$ cat src/rtl/ipc_pkg.sv
package ipc_pkg;

    localparam int NUM_SRC   = 16;
    localparam int SRC_W     = 4;
    localparam int REQ_W     = NUM_SRC - 1;
    localparam int NUM_PIN   = 7;
    localparam int NUM_EVT   = 8;
    localparam int DATA_W    = 8;
    localparam int ADDR_W    = 3;
    localparam int VEC_W     = 16;
    localparam int SYNC_DEPTH = 2;

    localparam logic [VEC_W-1:0] VEC_TOP = 16'hFFFC;
    localparam logic [SRC_W-1:0] BRK_SLOT = SRC_W'(NUM_SRC - 1);

    typedef enum logic [ADDR_W-1:0] {
        REG_PEND_LO = 3'd0,
        REG_PEND_HI = 3'd1,
        REG_ENA_LO  = 3'd2,
        REG_ENA_HI  = 3'd3,
        REG_EDGE    = 3'd4,
        REG_MASK    = 3'd5
    } reg_sel_e;

    typedef struct packed {
        logic             valid;
        logic             is_boot;
        logic             is_brk;
        logic [SRC_W-1:0] idx;
    } pick_t;

    // source number served by a pin input
    function automatic int pin_src(input int p);
        case (p)
            0:       return 1;
            1:       return 2;
            2:       return 9;
            3:       return 10;
            4:       return 12;
            5:       return 13;
            default: return 14;
        endcase
    endfunction

    // source number served by a peripheral event line
    function automatic int evt_src(input int e);
        case (e)
            0:       return 3;
            1:       return 4;
            2:       return 5;
            3:       return 6;
            4:       return 7;
            5:       return 8;
            6:       return 11;
            default: return 15;
        endcase
    endfunction

    function automatic logic [VEC_W-1:0] vec_of(input logic [SRC_W-1:0] idx);
        return VEC_TOP - (VEC_W'(idx) << 1);
    endfunction

endpackage

$ cat src/rtl/ipc_edge_unit.sv
module ipc_edge_unit
    import ipc_pkg::*;
#(
    parameter int N      = NUM_PIN,
    parameter int STAGES = SYNC_DEPTH
) (
    input  logic         clk,
    input  logic         rst,
    input  logic [N-1:0] pin,
    input  logic [N-1:0] fall_sel,
    output logic [N-1:0] hit
);

    for (genvar g = 0; g < N; g++) begin : g_pin
        logic [STAGES-1:0] sync_q;
        logic              eff;
        logic              eff_q;

        always_ff @(posedge clk) begin
            if (rst) begin
                sync_q <= '0;
                eff_q  <= 1'b0;
            end else begin
                sync_q <= {sync_q[STAGES-2:0], pin[g]};
                eff_q  <= eff;
            end
        end

        // polarity applied after the synchronizer: a select flip acts as a level step
        assign eff    = sync_q[STAGES-1] ^ fall_sel[g];
        assign hit[g] = eff & ~eff_q;
    end

endmodule

$ cat src/rtl/ipc_reg_bank.sv
module ipc_reg_bank
    import ipc_pkg::*;
#(
    parameter int RW = REQ_W,
    parameter int DW = DATA_W,
    parameter int AW = ADDR_W,
    parameter int NP = NUM_PIN
) (
    input  logic          clk,
    input  logic          rst,
    input  logic          wr,
    input  logic [AW-1:0] addr,
    input  logic [DW-1:0] wdata,
    input  logic [RW-1:0] set_vec,
    input  logic [RW-1:0] ack_clr,
    input  logic          accept,
    output logic [RW-1:0] pend,
    output logic [RW-1:0] ena,
    output logic [NP-1:0] fall_sel,
    output logic          mask,
    output logic [DW-1:0] rdata
);

    localparam int HI_W = RW - DW;

    logic [RW-1:0] sw_clr;
    logic          wr_plo, wr_phi, wr_elo, wr_ehi, wr_edge, wr_mask;

    always_comb begin
        wr_plo  = wr && (addr == REG_PEND_LO);
        wr_phi  = wr && (addr == REG_PEND_HI);
        wr_elo  = wr && (addr == REG_ENA_LO);
        wr_ehi  = wr && (addr == REG_ENA_HI);
        wr_edge = wr && (addr == REG_EDGE);
        wr_mask = wr && (addr == REG_MASK);
    end

    always_comb begin
        sw_clr = '0;
        if (wr_plo) sw_clr[DW-1:0]  = ~wdata;
        if (wr_phi) sw_clr[RW-1:DW] = ~wdata[HI_W-1:0];
    end

    always_ff @(posedge clk) begin
        if (rst) begin
            pend     <= '0;
            ena      <= '0;
            fall_sel <= '0;
            mask     <= 1'b1;
        end else begin
            // new events win over any same-cycle clear
            pend <= (pend & ~(sw_clr | ack_clr)) | set_vec;
            if (wr_elo)  ena[DW-1:0]  <= wdata;
            if (wr_ehi)  ena[RW-1:DW] <= wdata[HI_W-1:0];
            if (wr_edge) fall_sel     <= wdata[NP-1:0];
            if (accept)       mask <= 1'b1;
            else if (wr_mask) mask <= wdata[0];
        end
    end

    always_comb begin
        case (addr)
            REG_PEND_LO: rdata = pend[DW-1:0];
            REG_PEND_HI: rdata = DW'(pend[RW-1:DW]);
            REG_ENA_LO:  rdata = ena[DW-1:0];
            REG_ENA_HI:  rdata = DW'(ena[RW-1:DW]);
            REG_EDGE:    rdata = DW'(fall_sel);
            REG_MASK:    rdata = DW'(mask);
            default:     rdata = '0;
        endcase
    end

endmodule

$ cat src/rtl/ipc_arbiter.sv
module ipc_arbiter
    import ipc_pkg::*;
#(
    parameter int RW = REQ_W
) (
    input  logic          boot,
    input  logic          brk,
    input  logic          mask,
    input  logic [RW-1:0] pend,
    input  logic [RW-1:0] ena,
    output pick_t         pick
);

    logic [RW-1:0]    live;
    logic [SRC_W-1:0] low_idx;

    assign live = pend & ena;

    // descending scan: the lowest live source is assigned last and wins
    always_comb begin
        low_idx = '0;
        for (int i = RW - 1; i >= 0; i--) begin
            if (live[i]) low_idx = SRC_W'(i + 1);
        end
    end

    always_comb begin
        pick = '0;
        if (boot) begin
            pick.valid   = 1'b1;
            pick.is_boot = 1'b1;
            pick.idx     = '0;
        end else if (brk) begin
            pick.valid  = 1'b1;
            pick.is_brk = 1'b1;
            pick.idx    = BRK_SLOT;
        end else if (!mask && (live != '0)) begin
            pick.valid = 1'b1;
            pick.idx   = low_idx;
        end
    end

endmodule

$ cat src/rtl/irq_prio_ctrl.sv
module irq_prio_ctrl
    import ipc_pkg::*;
#(
    parameter int NP = NUM_PIN,
    parameter int NE = NUM_EVT,
    parameter int DW = DATA_W,
    parameter int AW = ADDR_W,
    parameter int VW = VEC_W
) (
    input  logic          clk,
    input  logic          rst,
    input  logic          bus_wr,
    input  logic [AW-1:0] bus_addr,
    input  logic [DW-1:0] bus_wdata,
    output logic [DW-1:0] bus_rdata,
    input  logic [NP-1:0] ext_pin,
    input  logic [NE-1:0] periph_evt,
    input  logic          brk_req,
    input  logic          cpu_ack,
    output logic          irq,
    output logic [VW-1:0] vec_addr
);

    logic [NP-1:0]    pin_hit;
    logic [NP-1:0]    fall_sel;
    logic [REQ_W-1:0] set_vec;
    logic [REQ_W-1:0] ack_clr;
    logic [REQ_W-1:0] req_q;
    logic [REQ_W-1:0] en_q;
    logic             dis;
    logic             boot_pend;
    logic             brk_pend;
    logic             accept;
    pick_t            pick;

    ipc_edge_unit #(.N(NP), .STAGES(SYNC_DEPTH)) u_edge (
        .clk      (clk),
        .rst      (rst),
        .pin      (ext_pin),
        .fall_sel (fall_sel),
        .hit      (pin_hit)
    );

    always_comb begin
        set_vec = '0;
        for (int p = 0; p < NP; p++)
            set_vec[pin_src(p) - 1] = set_vec[pin_src(p) - 1] | pin_hit[p];
        for (int e = 0; e < NE; e++)
            set_vec[evt_src(e) - 1] = set_vec[evt_src(e) - 1] | periph_evt[e];
    end

    assign accept = cpu_ack & pick.valid;

    always_comb begin
        ack_clr = '0;
        if (accept && !pick.is_boot && !pick.is_brk)
            ack_clr[pick.idx - 1'b1] = 1'b1;
    end

    ipc_reg_bank #(.RW(REQ_W), .DW(DW), .AW(AW), .NP(NP)) u_regs (
        .clk      (clk),
        .rst      (rst),
        .wr       (bus_wr),
        .addr     (bus_addr),
        .wdata    (bus_wdata),
        .set_vec  (set_vec),
        .ack_clr  (ack_clr),
        .accept   (accept),
        .pend     (req_q),
        .ena      (en_q),
        .fall_sel (fall_sel),
        .mask     (dis),
        .rdata    (bus_rdata)
    );

    always_ff @(posedge clk) begin
        if (rst) begin
            boot_pend <= 1'b1;
            brk_pend  <= 1'b0;
        end else begin
            if (accept && pick.is_boot) boot_pend <= 1'b0;
            brk_pend <= brk_req | (brk_pend & ~(accept & pick.is_brk));
        end
    end

    ipc_arbiter #(.RW(REQ_W)) u_arb (
        .boot (boot_pend),
        .brk  (brk_pend),
        .mask (dis),
        .pend (req_q),
        .ena  (en_q),
        .pick (pick)
    );

    assign irq      = pick.valid;
    assign vec_addr = vec_of(pick.idx);

endmodule

$ cat config.mk
export PLATFORM = sky130hd
export DESIGN_NAME = irq_prio_ctrl
export DESIGN_NICKNAME = d
export VERILOG_FILES = /design/src/rtl/ipc_pkg.sv /design/src/rtl/ipc_edge_unit.sv /design/src/rtl/ipc_reg_bank.sv /design/src/rtl/ipc_arbiter.sv /design/src/rtl/irq_prio_ctrl.sv
export SDC_FILE = /design/constraint.sdc
export NUM_CORES = 1
export LEC_CHECK = 0
export CAP_MARGIN = 20
export CORE_AREA = 4 4 104 106
export DETAILED_ROUTE_END_ITERATION = 7
export DIE_AREA = 0 0 108 110
export DONT_BUFFER_PORTS = 1
export HOLD_SLACK_MARGIN = 0.1
export PLACE_DENSITY = 0.52
export SYNTH_ARGS = -nofsm -noshare
export SYNTH_HDL_FRONTEND = slang
export SYNTH_SLANG_ARGS = --single-unit
$ cat constraint.sdc
create_clock -name clk -period 8 [get_ports clk]
set_input_delay 1.6 -clock clk [delete_from_list [all_inputs] [get_ports clk]]
set_output_delay 1.6 -clock clk [all_outputs]
set_load 0.01 [all_outputs]
==> reports/qor.yml <==
netlist_area_sq_um: 3390
final_common_cell: "dfxtp_1"
max_stage_delay_ns: 0.62
switching_power_uw: 204
cts_hold_buf: 0
gpl.final_weighted_congestion: 0.897
grt_overflow: 0
fillCellCount: 1041
grt_pass1_vias: 2757
via_per_inst: 5.48
final_cell_mix: "dfxtp_1, nor2_1, nand2_1, mux2i_1, nor2b_1"
rsz0062_at_grt: "no"
cts_resized: 0
root_buffer: "clkbuf_8"
grt_use_total_pct: 17.1
dieWidth_um: 108
grt_max_degree: 69
final_layout_size_suffix_gt1_share_pct: 8.44
outcome: "finished, final reports clean"
numCtsBuffers: 9
grt_pass1_wl_um: 15400
synthFlopType: "dfxtp_1"
port_buffers: 0
tritoncts: "done"
multi_input_area_sq_um: 2020
synth-async-reset-ratio_pct: 0
whs_endpoint: "u_regs.pend[11]"
hold_class: "reg2reg"
slowest_stage: "o21ai_0"
htreeDepth: 3
wl_per_cell_um: 18.9
drtPass1Iterations: 5
seqCellArea_sq_um: 1220
cp.required_ns: 6.40
dr.first_iter.drc_count: 182
slew_headroom_pct: 31.4
dr_total_vias: 2869
ys_seq_elements: 61
synth_cells: 393
setup-tns-final_ns: 0
r2r_slack_ns: 4.46
hold_viol_final: 0
yosysWarnings: 0
worst_setup_path_start_kind: "register"
synthAdderAreaFrac_pct: 1.48
synth-edff-count: 0
worst_slew_pin_slew_ns: 1.02
clk_pin_slew_ns: 0.08
ir_worst_vdd_mv: 0.0706
muxShareOfSynthArea_pct: 9.74
crit_path_max_fanout: 5
skew_ns: 0.0108
start_util_pct: 34.7
area_growth_pct: 7.27
max_freq_mhz: 231
fin_nets: 421
synthSimpleGateAreaFrac_pct: 19.9
intPower_uw: 471
routed_wl_um: 9930
die_y_um: 110
diodes: 0
io_pins: 56
clkSinkCount: 61
crit_chain: "a22oi_1, and4_1, a21o_1, o21ai_0, ha_1, xor2_1"
detail-route-antenna-nets: 0
synth_top_family_by_area: "compound AO/OA/AOI/OAI gates"
fin_ws_ns: 3.68
grt_antenna_before_repair: 0
r2r_end: "u_regs.pend[11]"
fin_crit_ns: 4.32
drv_cap: 0
hp-start: "u_edge.g_pin[4].eff_q"
power_uw: 675
worstPathArrival_ns: 2.72
core_area_sq_um: 9770
post_cts_buffers: 0
drc_errors: 0
period_share_pct: 54.0
worstSkewPairLatency_ns: 0.35
p_seq_share_pct: 50.0
ys_seq_area_share_pct: 36.0
power_density_nw_per_um2: 186
path_class: "reg2out"
dp_hpwl_um: 7470
worst_setup_path_end_kind: "output pin"
die_area_sq_um: 11900
holdPathStages: 1
combPwrFrac_pct: 10.9
leakage_nw: 1.33
synth_area_per_cell_sq_um: 8.63
finalMaxSlewViolations: 0
synth_xor_area_share_pct: 3.36
clkPwrFrac_pct: 39.1
synth.distinct_cells: 67
worst-r2r-cell-count: 11
row_count: 36
pre_cts_slack_ns: 4.00
synth_compound_area_share_pct: 23.6
cts_buffer_depth: 2
swShare_pct: 30.2
r2r-start: "u_regs.pend[14]"
setup_violations: 0
cell usage after synthesis, drive strengths merged, types with 4 or more instances:
| cell | number | area share (%) |
|---|---|---|
| ha | 4 | 1.5 |
| o21ai | 18 | 2.7 |
| a22oi | 6 | 1.5 |
| clkbuf | 8 | 0.89 |
| buf | 19 | 3.4 |
| o31ai | 5 | 1.3 |
| a21oi | 21 | 3.1 |
| inv | 13 | 1.4 |
| nand3 | 5 | 0.74 |
| nor2b | 25 | 4.6 |
| o22ai | 6 | 1.1 |
| a211oi | 7 | 1.7 |
| nor3 | 7 | 1.0 |
| and2 | 4 | 0.74 |
| dfxtp | 61 | 36 |
| o21bai | 4 | 0.89 |
| xnor2 | 11 | 2.8 |
| nand2 | 35 | 3.9 |
| o211ai | 5 | 1.1 |
| o21a | 4 | 0.89 |
| a22o | 4 | 1.3 |
| nor2 | 38 | 4.2 |
| mux2i | 27 | 8.0 |
sequential cells by signal (all words and copies together), names as in the netlist:
name                 count
u_regs.pend             15
u_regs.fall_sel          7
u_regs.mask              1
brk_pend                 1
u_edge.g_pin.sync_q     14
u_regs.ena              15
boot_pend                1
u_edge.g_pin.eff_q       7
power groups by stage:
stage               logic (mW)  clock network (mW)  registers [mW]
floorplan               0.0708                   0           0.337
global placement        0.0713                   0           0.344
detailed placement      0.0727                   0           0.344
CTS                     0.0732               0.271           0.337
global route            0.0816               0.285           0.340
finish                  0.0733               0.264           0.338
final cells by class:
| type | instances | area share (%) |
|---|---|---|
| clock buffer | 9 | 3.40 |
| clock inverter | 7 | 1.72 |
| inverter | 13 | 1.34 |
| multi-input combinational | 301 | 55.4 |
| sequential | 61 | 33.6 |
| tap | 133 | 4.57 |
through the flow:
step | hold WS [ns] | utilization [%] | cells | instance area [sq um]
after floorplan | 0.396 | - | 402 | 3430
after global placement | 0.402 | 35.3 | 508 | 3450
after detailed placement | 0.409 | 35.3 | 508 | 3450
after CTS | 0.420 | 37.2 | 524 | 3640
after global routing | 0.446 | 37.2 | 524 | 3640
final | 0.416 | 37.2 | 524 | 3640
worst max path at each step:
| stage | endpoint | slack [ns] | cells after the start | from |
|---|---|---|---|---|
| final | vec_addr[3] | 3.68 | 6 | u_regs.ena[4] |
| after detailed placement | bus_rdata[5] | 4.00 | 3 | bus_addr[1] |
| after global routing | vec_addr[3] | 3.52 | 7 | u_regs.ena[10] |
| after CTS | vec_addr[3] | 3.68 | 6 | u_regs.ena[4] |
| after global placement | bus_rdata[5] | 4.03 | 3 | bus_addr[1] |
| after floorplan | bus_rdata[1] | 3.76 | 4 | bus_addr[1] |
critical path, delay by kind of cell, from the launching register on:
kind | cells | cell delay (ns)
flip-flops | 1 | 0.44
XOR/XNOR | 1 | 0.29
adder cells (fa/ha/maj) | 1 | 0.30
AO/OA/AOI/OAI | 3 | 1.05
AND/OR/NAND/NOR | 1 | 0.29
layer usage:
layer,global-route usage (%),wire length [um]
met5,0,0
met4,5.50,174
met3,5.13,873
met2,27.3,4510
met1,22.3,4370
cell families (layout without fill, tap and decap cells):
family | count (synthesis) | count (layout)
AO/OA/AOI/OAI | 108 | 108
XOR/XNOR | 13 | 13
adder cells (fa/ha/maj) | 4 | 4
buffers and inverters | 40 | 29
flip-flops | 61 | 61
multiplexers | 31 | 31
other | 2 | 11
AND/OR/NAND/NOR | 134 | 134
No activity file was read; power rests on OpenSTA's default activity.
